**config.mk**
```make
export PLATFORM = sky130hd
export DESIGN_NAME = sig_pcm_gen
export DESIGN_NICKNAME = d
export VERILOG_FILES = /design/src/rtl/sig_pcm_pkg.sv /design/src/rtl/sig_pcm_slot_ctr.sv /design/src/rtl/sig_pcm_debounce.sv /design/src/rtl/sig_pcm_serializer.sv /design/src/rtl/sig_pcm_gen.sv
export SDC_FILE = /design/constraint.sdc
export NUM_CORES = 1
export LEC_CHECK = 0
export ABC_AREA = 0
export BUFFER_PORTS_ARGS = -buffer_cell sky130_fd_sc_hd__buf_2
export CORE_ASPECT_RATIO = 1.2
export CORE_UTILIZATION = 65
export DETAILED_ROUTE_END_ITERATION = 10
export PLACE_DENSITY = 0.81
export RECOVER_POWER = 25
export SETUP_SLACK_MARGIN = 0.05
export SYNTH_ARGS = -nofsm -noshare
export SYNTH_HDL_FRONTEND = slang
export SYNTH_HIERARCHICAL = 1
export SYNTH_SLANG_ARGS = --single-unit
```
**constraint.sdc**
```tcl
create_clock -name clk -period 5.88 [get_ports clk]
set_input_delay 0.588 -clock clk [delete_from_list [all_inputs] [get_ports clk]]
set_output_delay 0.588 -clock clk [all_outputs]
set_load 0.01 [all_outputs]
```
**src/rtl/sig_pcm_pkg.sv**
```systemverilog
package sig_pcm_pkg;
    localparam int SIG_W  = 4;
    localparam int WORD_W = 8;
    typedef logic [SIG_W-1:0] abcd_t;
endpackage

```
**src/rtl/sig_pcm_slot_ctr.sv**
```systemverilog
module sig_pcm_slot_ctr #(
    parameter int FRAME_BITS = 193,
    localparam int POS_W = $clog2(FRAME_BITS)
) (
    input  logic             clk,
    input  logic             rst_n,
    input  logic             fsync_i,
    output logic [POS_W-1:0] pos_o
);
    typedef struct packed {
        logic [POS_W-1:0] pos;
    } ctr_t;

    ctr_t ctr_d, ctr_q;
    logic [POS_W-1:0] cur_pos;

    always_comb begin
        cur_pos = fsync_i ? '0 : ctr_q.pos;
        ctr_d   = ctr_q;
        if (cur_pos == POS_W'(FRAME_BITS - 1)) ctr_d.pos = '0;
        else                                    ctr_d.pos = cur_pos + POS_W'(1);
    end

    always_ff @(posedge clk or negedge rst_n) begin
        if (!rst_n) ctr_q <= '0;
        else        ctr_q <= ctr_d;
    end

    assign pos_o = cur_pos;

    // the counter stays inside the frame and wraps
    a_r10_pos_range: assert property (@(posedge clk) disable iff (!rst_n)
        ctr_q.pos < POS_W'(FRAME_BITS));
    a_r10_wrap: assert property (@(posedge clk) disable iff (!rst_n)
        (!fsync_i && ctr_q.pos == POS_W'(FRAME_BITS - 1)) |=> ctr_q.pos == '0);
endmodule

```
**src/rtl/sig_pcm_debounce.sv**
```systemverilog
module sig_pcm_debounce
    import sig_pcm_pkg::*;
#(
    parameter int DEB_MF = 3,
    localparam int CNT_W = $clog2(DEB_MF + 1)
) (
    input  logic  clk,
    input  logic  rst_n,
    input  logic  tick_i,
    input  logic  freeze_i,
    input  logic  integ_en_i,
    input  abcd_t rx_i,
    output abcd_t pend_o
);
    typedef struct packed {
        abcd_t            pend;
        abcd_t            cand;
        logic [CNT_W-1:0] cnt;
    } deb_t;

    deb_t deb_d, deb_q;
    logic [CNT_W-1:0] seen;

    always_comb begin
        deb_d = deb_q;
        seen  = (rx_i == deb_q.cand) ? deb_q.cnt + CNT_W'(1) : CNT_W'(1);
        if (tick_i && !freeze_i) begin
            if (!integ_en_i || rx_i == deb_q.pend) begin
                deb_d.pend = integ_en_i ? deb_q.pend : rx_i;
                deb_d.cand = rx_i;
                deb_d.cnt  = '0;
            end else if (seen >= CNT_W'(DEB_MF)) begin
                deb_d.pend = rx_i;
                deb_d.cand = rx_i;
                deb_d.cnt  = '0;
            end else begin
                deb_d.cand = rx_i;
                deb_d.cnt  = seen;
            end
        end
    end

    always_ff @(posedge clk or negedge rst_n) begin
        if (!rst_n) deb_q <= '0;
        else        deb_q <= deb_d;
    end

    assign pend_o = deb_q.pend;

    // a frozen or absent tick leaves pending and debounce state alone
    a_r7_freeze_hold: assert property (@(posedge clk) disable iff (!rst_n)
        (!tick_i || freeze_i) |=> ($stable(deb_q.pend) && $stable(deb_q.cnt)));
    // the hold count never reaches the commit threshold as stored state
    a_r8_cnt_bound: assert property (@(posedge clk) disable iff (!rst_n)
        deb_q.cnt < CNT_W'(DEB_MF));
    // without integration a tick loads the snapshot directly
    a_r9_direct: assert property (@(posedge clk) disable iff (!rst_n)
        (tick_i && !freeze_i && !integ_en_i) |=> pend_o == $past(rx_i));
endmodule

```
**src/rtl/sig_pcm_serializer.sv**
```systemverilog
module sig_pcm_serializer
    import sig_pcm_pkg::*;
#(
    parameter int N_CH = 24,
    localparam int FRAME_BITS = N_CH * WORD_W + 1,
    localparam int POS_W = $clog2(FRAME_BITS)
) (
    input  logic                  clk,
    input  logic                  rst_n,
    input  logic [POS_W-1:0]      pos_i,
    input  logic                  esf_mode_i,
    input  logic [N_CH*SIG_W-1:0] active_i,
    output logic                  bit_o
);
    typedef struct packed {
        logic bit_v;
    } ser_t;

    ser_t ser_d, ser_q;
    logic [POS_W-1:0] idx;
    logic [POS_W-1:0] ch;
    logic [2:0]       k;
    abcd_t            nib;

    always_comb begin
        idx   = pos_i - POS_W'(1);
        ch    = idx >> 3;
        k     = idx[2:0];
        nib   = active_i[{ch, 2'b00} +: SIG_W];
        ser_d = ser_q;
        if (pos_i == '0 || !k[2]) begin
            ser_d.bit_v = 1'b0;
        end else begin
            unique case (k[1:0])
                2'd0:    ser_d.bit_v = nib[3];
                2'd1:    ser_d.bit_v = nib[2];
                2'd2:    ser_d.bit_v = esf_mode_i ? nib[1] : nib[3];
                default: ser_d.bit_v = esf_mode_i ? nib[0] : nib[2];
            endcase
        end
    end

    always_ff @(posedge clk or negedge rst_n) begin
        if (!rst_n) ser_q <= '0;
        else        ser_q <= ser_d;
    end

    assign bit_o = ser_q.bit_v;

    // upper half of every channel word goes out as zero
    a_r3_upper_zero: assert property (@(posedge clk) disable iff (!rst_n)
        (pos_i != '0 && idx[2] == 1'b0) |=> !bit_o);
endmodule

```
**src/rtl/sig_pcm_gen.sv**
```systemverilog
module sig_pcm_gen
    import sig_pcm_pkg::*;
#(
    parameter int N_CH   = 24,
    parameter int DEB_MF = 3,
    localparam int FRAME_BITS = N_CH * WORD_W + 1,
    localparam int POS_W = $clog2(FRAME_BITS),
    localparam int BUS_W = N_CH * SIG_W
) (
    input  logic             clk,
    input  logic             rst_n,
    input  logic             fsync_i,
    input  logic             msync_i,
    input  logic             esf_mode_i,
    input  logic             freeze_i,
    input  logic             integ_en_i,
    input  logic             rx_tick_i,
    input  logic [BUS_W-1:0] rx_sig_i,
    output logic             sig_pcm_o
);
    typedef struct packed {
        logic [BUS_W-1:0] active;
    } buf_t;

    buf_t buf_d, buf_q;
    logic [BUS_W-1:0] pend;
    logic [POS_W-1:0] pos;
    logic             mf_edge;

    for (genvar c = 0; c < N_CH; c++) begin : g_ch
        sig_pcm_debounce #(.DEB_MF(DEB_MF)) deb_i (
            .clk        (clk),
            .rst_n      (rst_n),
            .tick_i     (rx_tick_i),
            .freeze_i   (freeze_i),
            .integ_en_i (integ_en_i),
            .rx_i       (rx_sig_i[c*SIG_W +: SIG_W]),
            .pend_o     (pend[c*SIG_W +: SIG_W])
        );
    end

    sig_pcm_slot_ctr #(.FRAME_BITS(FRAME_BITS)) ctr_i (
        .clk     (clk),
        .rst_n   (rst_n),
        .fsync_i (fsync_i),
        .pos_o   (pos)
    );

    assign mf_edge = fsync_i && msync_i;

    always_comb begin
        buf_d = buf_q;
        if (mf_edge) buf_d.active = pend;
    end

    always_ff @(posedge clk or negedge rst_n) begin
        if (!rst_n) buf_q <= '0;
        else        buf_q <= buf_d;
    end

    sig_pcm_serializer #(.N_CH(N_CH)) ser_i (
        .clk        (clk),
        .rst_n      (rst_n),
        .pos_i      (pos),
        .esf_mode_i (esf_mode_i),
        .active_i   (buf_q.active),
        .bit_o      (sig_pcm_o)
    );

    // framing slot output is zero
    a_r2_frame_bit_zero: assert property (@(posedge clk) disable iff (!rst_n)
        fsync_i |=> !sig_pcm_o);
    // active buffer moves only at the output multiframe boundary
    a_r6_swap_at_boundary: assert property (@(posedge clk) disable iff (!rst_n)
        !(fsync_i && msync_i) |=> $stable(buf_q.active));
    a_r6_takes_old_pending: assert property (@(posedge clk) disable iff (!rst_n)
        (fsync_i && msync_i) |=> buf_q.active == $past(pend));
endmodule

```
==> results of run 1 <==
registers in the layout, summed over array words and instances, names as in the netlist:
name and count:
buf_q 96, g_ch.deb_i/pend_o 96, ctr_i/ctr_q 8, g_ch.deb_i/deb_q 144, ser_i/bit_o 1
worst reg2reg max path, delay by kind of cell, from the launching register on:
family	cells	cell delay, ns
DFF	1	0.42
and+or+nand+nor	4	1.68
AOI/OAI and AO/OA	3	0.75
xor gates and xnor gates	1	0.24
routing by layer:
layer  routed length (um)  up-vias  share of wire  track usage
li1                     -     8002              -            -
met1                20400     8389           0.41        0.374
met2                25100      553           0.50        0.512
met3                 2340      130          0.047       0.0411
met4                 1840        2          0.037        0.130
met5                   13        -        0.00026            0
how the worst max path moves through the flow:
stage,from,to,slack (ns),cells past startpoint
final,rst_n,buf_q[12]$_DFFE_PN0P_,2.19,2
after global routing,rst_n,g_ch[19].deb_i/deb_q[2]$_DFFE_PN0P_,1.36,2
after CTS,ctr_i/ctr_q[3]$_DFF_PN0_,ser_i/bit_o$_DFF_PN0_,2.76,8
after detailed placement,fsync_i,ser_i/bit_o$_DFF_PN0_,2.30,9
after global placement,fsync_i,ser_i/bit_o$_DFF_PN0_,2.37,9
after floorplan,fsync_i,ser_i/bit_o$_DFF_PN0_,2.78,12
power by group:
part	switching, mW	internal, mW	total [mW]
registers	0.400	2.76	3.16
clock network	0.946	1.48	2.43
logic	0.811	0.724	1.53
total	2.16	4.96	7.12
through the flow:
stage	hold slack (ns)	setup slack, ns	cells	utilization	power [mW]
global placement	0.478	2.37	2606	0.660	4.65
finish	0.338	2.19	2674	0.697	7.12
global route	0.340	1.36	2674	0.697	7.47
detailed placement	0.485	2.30	2606	0.660	4.72
floorplan	0.292	2.78	2230	-	4.39
CTS	0.0277	2.76	2674	0.699	7.18
synthesized netlist by cell type (all sizes together), types with 3 or more instances:
cell,n
a2111oi,6
a211oi,10
a21oi,9
a221oi,108
a22o,49
a311o,3
a311oi,8
a31oi,4
and2,101
and2b,7
and3,3
and3b,6
buf,146
clkbuf,41
dfrtp,345
mux2,104
mux2i,17
nand2,358
nand2b,54
nand3,111
nand4,27
nor2,44
nor2b,28
nor3,8
nor3b,123
nor4,29
o211ai,4
o21ai,116
o21bai,24
o22ai,6
o31ai,5
or3,5
or4,99
xnor2,104
xor2,98
layout make-up:
| class | count | area [sq um] | share of cell area |
|---|---|---|---|
| Sequential cell | 345 | 8630 | 0.375 |
| Tap cell | 450 | 563 | 0.0244 |
| Inverter | 3 | 11.3 | 0.000489 |
| Clock inverter | 9 | 97.6 | 0.00423 |
| Multi-Input combinational cell | 1695 | 11900 | 0.518 |
| Clock buffer | 59 | 1190 | 0.0518 |
| Timing Repair Buffer | 113 | 601 | 0.0261 |
kinds of logic (layout without fill, tap and decap cells):
logic type,Yosys count,count (layout),share of synthesized area
AO/OA/AOI/OAI,363,363,0.122
XOR/XNOR,202,202,0.0812
buffers and inverters,190,184,0.0531
flip-flops,345,345,0.396
multiplexers,122,122,0.0695
AND/OR/NAND/NOR,1008,1008,0.278
==> results.json, run 1 <==
{
  "die_y_um": 203,
  "synth_top_cell_by_area": "dfrtp_1",
  "hpwl_mm": 33.4,
  "cts_buffers": 38,
  "timing.rr.start": "ctr_i/ctr_q[3]$_DFF_PN0_",
  "crit_chain": "clkbuf_1 > buf_4",
  "crit_family": "buffers and inverters",
  "fin_setup_tns_ns": 0,
  "dpl_cell_area_sq_um": 21800,
  "drc": 0,
  "dieArea_sq_um": 34200,
  "synth_top_area_frac": 0.396,
  "crit_type": "primary input to async pin",
  "clk_latency_ns": 0.54,
  "synth.area.top_cells": "dfrtp_1, nand2_1, a221oi_1",
  "cp-start-kind": "primary input",
  "worst_slew_pin_slew_ns": 3.78,
  "rrSetupSlack_ns": 2.72,
  "cap_viol_max_count": 2,
  "drtIter0Drc": 1348,
  "drive_gt1_frac": 0.149,
  "worst-path-buf-inv": 2,
  "ant_nets": 0,
  "clock_skew_ns": 0.0139,
  "mostFrequentLayoutCells": "nand2_1, dfrtp_1, nor3b_1",
  "outcome": "complete, but fails checks",
  "cpPeakStageDelay_ns": 2.61,
  "cts_setup_buffers": 0,
  "slew_violations": 116,
  "finalCriticalPeriod_ns": 3.69,
  "synth_edf_count": 0,
  "setup_violations": 0,
  "fill_cells": 2507,
  "worst_ir_drop_vdd_mv": 0.243,
  "grt_max_degree": 153,
  "cts_tree": "yes",
  "final_common_cell": "nand2_1",
  "synth.avg_cell_area_sq_um": 9.77,
  "rsz0062_at_grt": "no",
  "rr_worst_depth": 8,
  "clkTransAtPathRegs_ns": 0.06,
  "hold_buffers": 0,
  "first_pass_iters": 6,
  "reg2reg_to": "ser_i/bit_o$_DFF_PN0_",
  "grt_usage": 0.298,
  "critPathMaxFanout": 68,
  "synth_area_sq_um": 21800,
  "worstPathArrival_ns": 4.25,
  "hp-start": "rx_sig_i[41]",
  "synth_warnings": 6,
  "violations": "max-capacitance violations, max-slew violations",
  "vias_per_cell": 6.39,
  "crit_path_end_kind": "async pin",
  "crit_required_ns": 6.43,
  "power_density_nw_per_um2": 309,
  "num_rows": 73,
  "die_w_um": 169,
  "coreArea_sq_um": 33100,
  "vias": 17100,
  "synthesis.nets": 2334,
  "fmax_mhz": 271,
  "cts-root-buf": "clkbuf_16",
  "ys_types": 68,
  "finalHoldViolCount": 0,
  "grt_first_pass_wirelength_mm": 83.9,
  "initial_utilization": 0.659,
  "htreeDepth": 2,
  "power_leakage_nw": 9.14,
  "hold_end": "g_ch[10].deb_i/deb_q[3]$_DFFE_PN0P_",
  "clk_path_buf_depth": 3,
  "ys_seq_area_frac": 0.396,
  "relSlewSlack": -1.52,
  "synth-seq-cells": 345,
  "cpMaxStageDelayCell": "clkbuf_1",
  "syn_to_final_growth_pct": 5.80,
  "cts.sinks": 345,
  "overflow": 0,
  "worstHoldPathCells": 3,
  "wirelength_mm": 49.7,
  "async_flop_share": 1.00,
  "synthFlopType": "dfrtp_1",
  "port_buffers": 104,
  "stdcell_area_sq_um": 23000,
  "antenna_found_initial": 1,
  "cts.repair.resized": 0,
  "worstHoldPathType": "primary input to flip-flop",
  "grt_pass1_vias": 17000,
  "wire_per_inst_um": 18.6,
  "antenna_cells": 0,
  "num_io_pins": 105,
  "fin_nets": 2300,
  "routabilityCongestion": 0.924,
  "syn_inst": 2230,
  "post-route-period-util": 0.628
}
(Power assumes the default switching activity.)
==> inputs of run 2 (changes only) <==
- CORE_UTILIZATION: 65 -> 63
- PLACE_DENSITY: 0.81 -> 0.79
- clock period: 5.88 -> 3.6 ns (I/O delays scaled with it)
==> results.json, run 2 (synthesis gave the netlist of run 1 again) <==
{
  "cts_tree": "yes",
  "power_switching_share": 0.304,
  "crit_path_end_kind": "flip-flop",
  "timing.rr.start": "ctr_i/ctr_q[1]$_DFF_PN0_",
  "grt_usage": 0.284,
  "drive_gt1_frac": 0.144,
  "worst_slew_pin_slew_ns": 2.43,
  "routabilityCongestion": 0.896,
  "pwr-share-comb": 0.214,
  "clock_power_share": 0.341,
  "dpl_worst_slack_ns": 0.428,
  "mostFrequentLayoutCells": "nand2_1, dfrtp_1, nor3b_1",
  "cts_buffers": 38,
  "worstHoldPathType": "primary input to flip-flop",
  "largest_reg_flops": 144,
  "grt_max_degree": 97,
  "syn_to_final_growth_pct": 5.97,
  "seqPwrFrac": 0.445,
  "cts_setup_buffers": 0,
  "hpwl_mm": 33.9,
  "grt_first_pass_wirelength_mm": 82.0,
  "critPathMaxFanout": 19,
  "cts.sinks": 345,
  "ant_nets": 0,
  "worst_ir_drop_vdd_mv": 0.406,
  "power_leakage_nw": 9.06,
  "antenna_cells": 0,
  "finalHoldViolCount": 0,
  "final_common_cell": "nand2_1",
  "antenna_found_initial": 1,
  "wirelength_mm": 49.6,
  "worstSetupStartpoint": "ctr_i/ctr_q[1]$_DFF_PN0_",
  "num_io_pins": 105,
  "clk_path_buf_depth": 3,
  "grt_pass1_vias": 16300,
  "power_switching_mw": 3.51,
  "fmax_mhz": 326,
  "cap_viol_max_count": 2,
  "port_buffers": 104,
  "hp-start": "rx_sig_i[4]",
  "crit_type": "flip-flop to flip-flop",
  "coreArea_sq_um": 34100,
  "top_register": "g_ch.deb_i/deb_q",
  "rsz0062_at_grt": "no",
  "worstPathArrival_ns": 3.48,
  "clock_skew_ns": 0.0127,
  "vias_per_cell": 6.37,
  "violations": "max-capacitance violations, max-slew violations",
  "power_density_nw_per_um2": 501,
  "p_int_mw": 8.05,
  "fin_setup_tns_ns": 0,
  "wire_per_inst_um": 18.4,
  "num_rows": 74,
  "dieArea_sq_um": 35300,
  "die_y_um": 206,
  "clkTransAtPathRegs_ns": 0.06,
  "drc": 0,
  "die_w_um": 172,
  "setup_slack_ns": 0.535,
  "htreeDepth": 2,
  "overflow": 0,
  "post-route-period-util": 0.852,
  "clk_latency_ns": 0.53,
  "fin_nets": 2315,
  "crit_required_ns": 4.02,
  "vias": 17100,
  "first_pass_iters": 6,
  "setup_violations": 0,
  "initial_utilization": 0.639,
  "cp-start-kind": "flip-flop",
  "outcome": "complete, but fails checks",
  "drtIter0Drc": 1429,
  "cts-root-buf": "clkbuf_16",
  "relSlewSlack": -0.620,
  "finalCriticalPeriod_ns": 3.07,
  "slew_violations": 178
}
==> run 2: cell types whose count changed in the layout (fill, tap and decap cells not counted), moves of 2 or more <==
cell / change
clkbuf_1: -3
clkbuf_2: +2
clkbuf_16: -2
buf_4: +10
clkinv_2: -3
mux2_4: -24
mux2_1: +25
==> run 2: critical path, stage by stage, from the launching register on <==
cell and delay [ns]:
dfrtp_1 0.50, and2b_2 0.48, or3_1 0.46, mux4_2 0.55
nand3b_1 0.16, o21ai_1 0.13, a2111oi_0 0.12, or3_1 0.40
a2bb2oi_2 0.14
==> run 2: what timing repair did <==
item	CTS	global route
hold buffers	1	0
endpoints found under the hold margin	53	0
resized for setup	0	0
==> run 2: cell type report <==
class	instances	area (sq um)
Fill cell	2649	11000
Tap cell	456	571
Sequential cell	345	8630
Multi-Input combinational cell	1695	11900
Clock inverter	9	129
Clock buffer	55	1140
Inverter	3	11.3
Timing Repair Buffer	128	738
==> run 2: stage by stage <==
step	cell area, sq um	power, mW	utilization	hold slack [ns]	cells
6_report	23100	11.6	0.677	0.110	2691
5_1_grt	23100	12.1	0.677	0.105	2691
4_1_cts	23300	11.7	0.683	0.0851	2691
3_5_place_dp	22000	7.74	0.645	0.323	2626
3_3_place_gp	22000	7.63	0.645	0.320	2626
2_1_floorplan	21800	7.17	-	0.0644	2230
==> run 2: per-layer routing <==
layer	vias up	global-route usage	share of wire
met2	542	0.476	0.50
met1	8443	0.378	0.42
li1	8035	-	-
met3	120	0.0319	0.049
met5	-	0	0.00024
met4	2	0.107	0.033
==> run 2: power groups by stage <==
stage	clock (mW)	sequential (mW)	combinational, mW
finish	3.94	5.14	2.48
global route	4.18	5.22	2.75
floorplan	0	4.94	2.22
global placement	0	5.18	2.44
CTS	4.02	5.15	2.56
detailed placement	0	5.21	2.53
==> run 2: path summary, 6_finish.rpt <==
kind / end / slack (ns) / depth (start not counted)
worst max-delay path: ser_i/bit_o$_DFF_PN0_ / 0.53 / 8
worst min-delay path: g_ch[1].deb_i/deb_q[2]$_DFFE_PN0P_ / 0.11 / 3
worst max register to register: ser_i/bit_o$_DFF_PN0_ / 0.53 / 8
worst min register to register: g_ch[13].deb_i/deb_q[5]$_DFFE_PN0P_ / 0.49 / 2
max in group asynchronous: g_ch[18].deb_i/deb_q[0]$_DFFE_PN0P_ / 0.98 / 3
min in group asynchronous: g_ch[4].deb_i/pend_o[1]$_DFFE_PN0P_ / 0.35 / 2
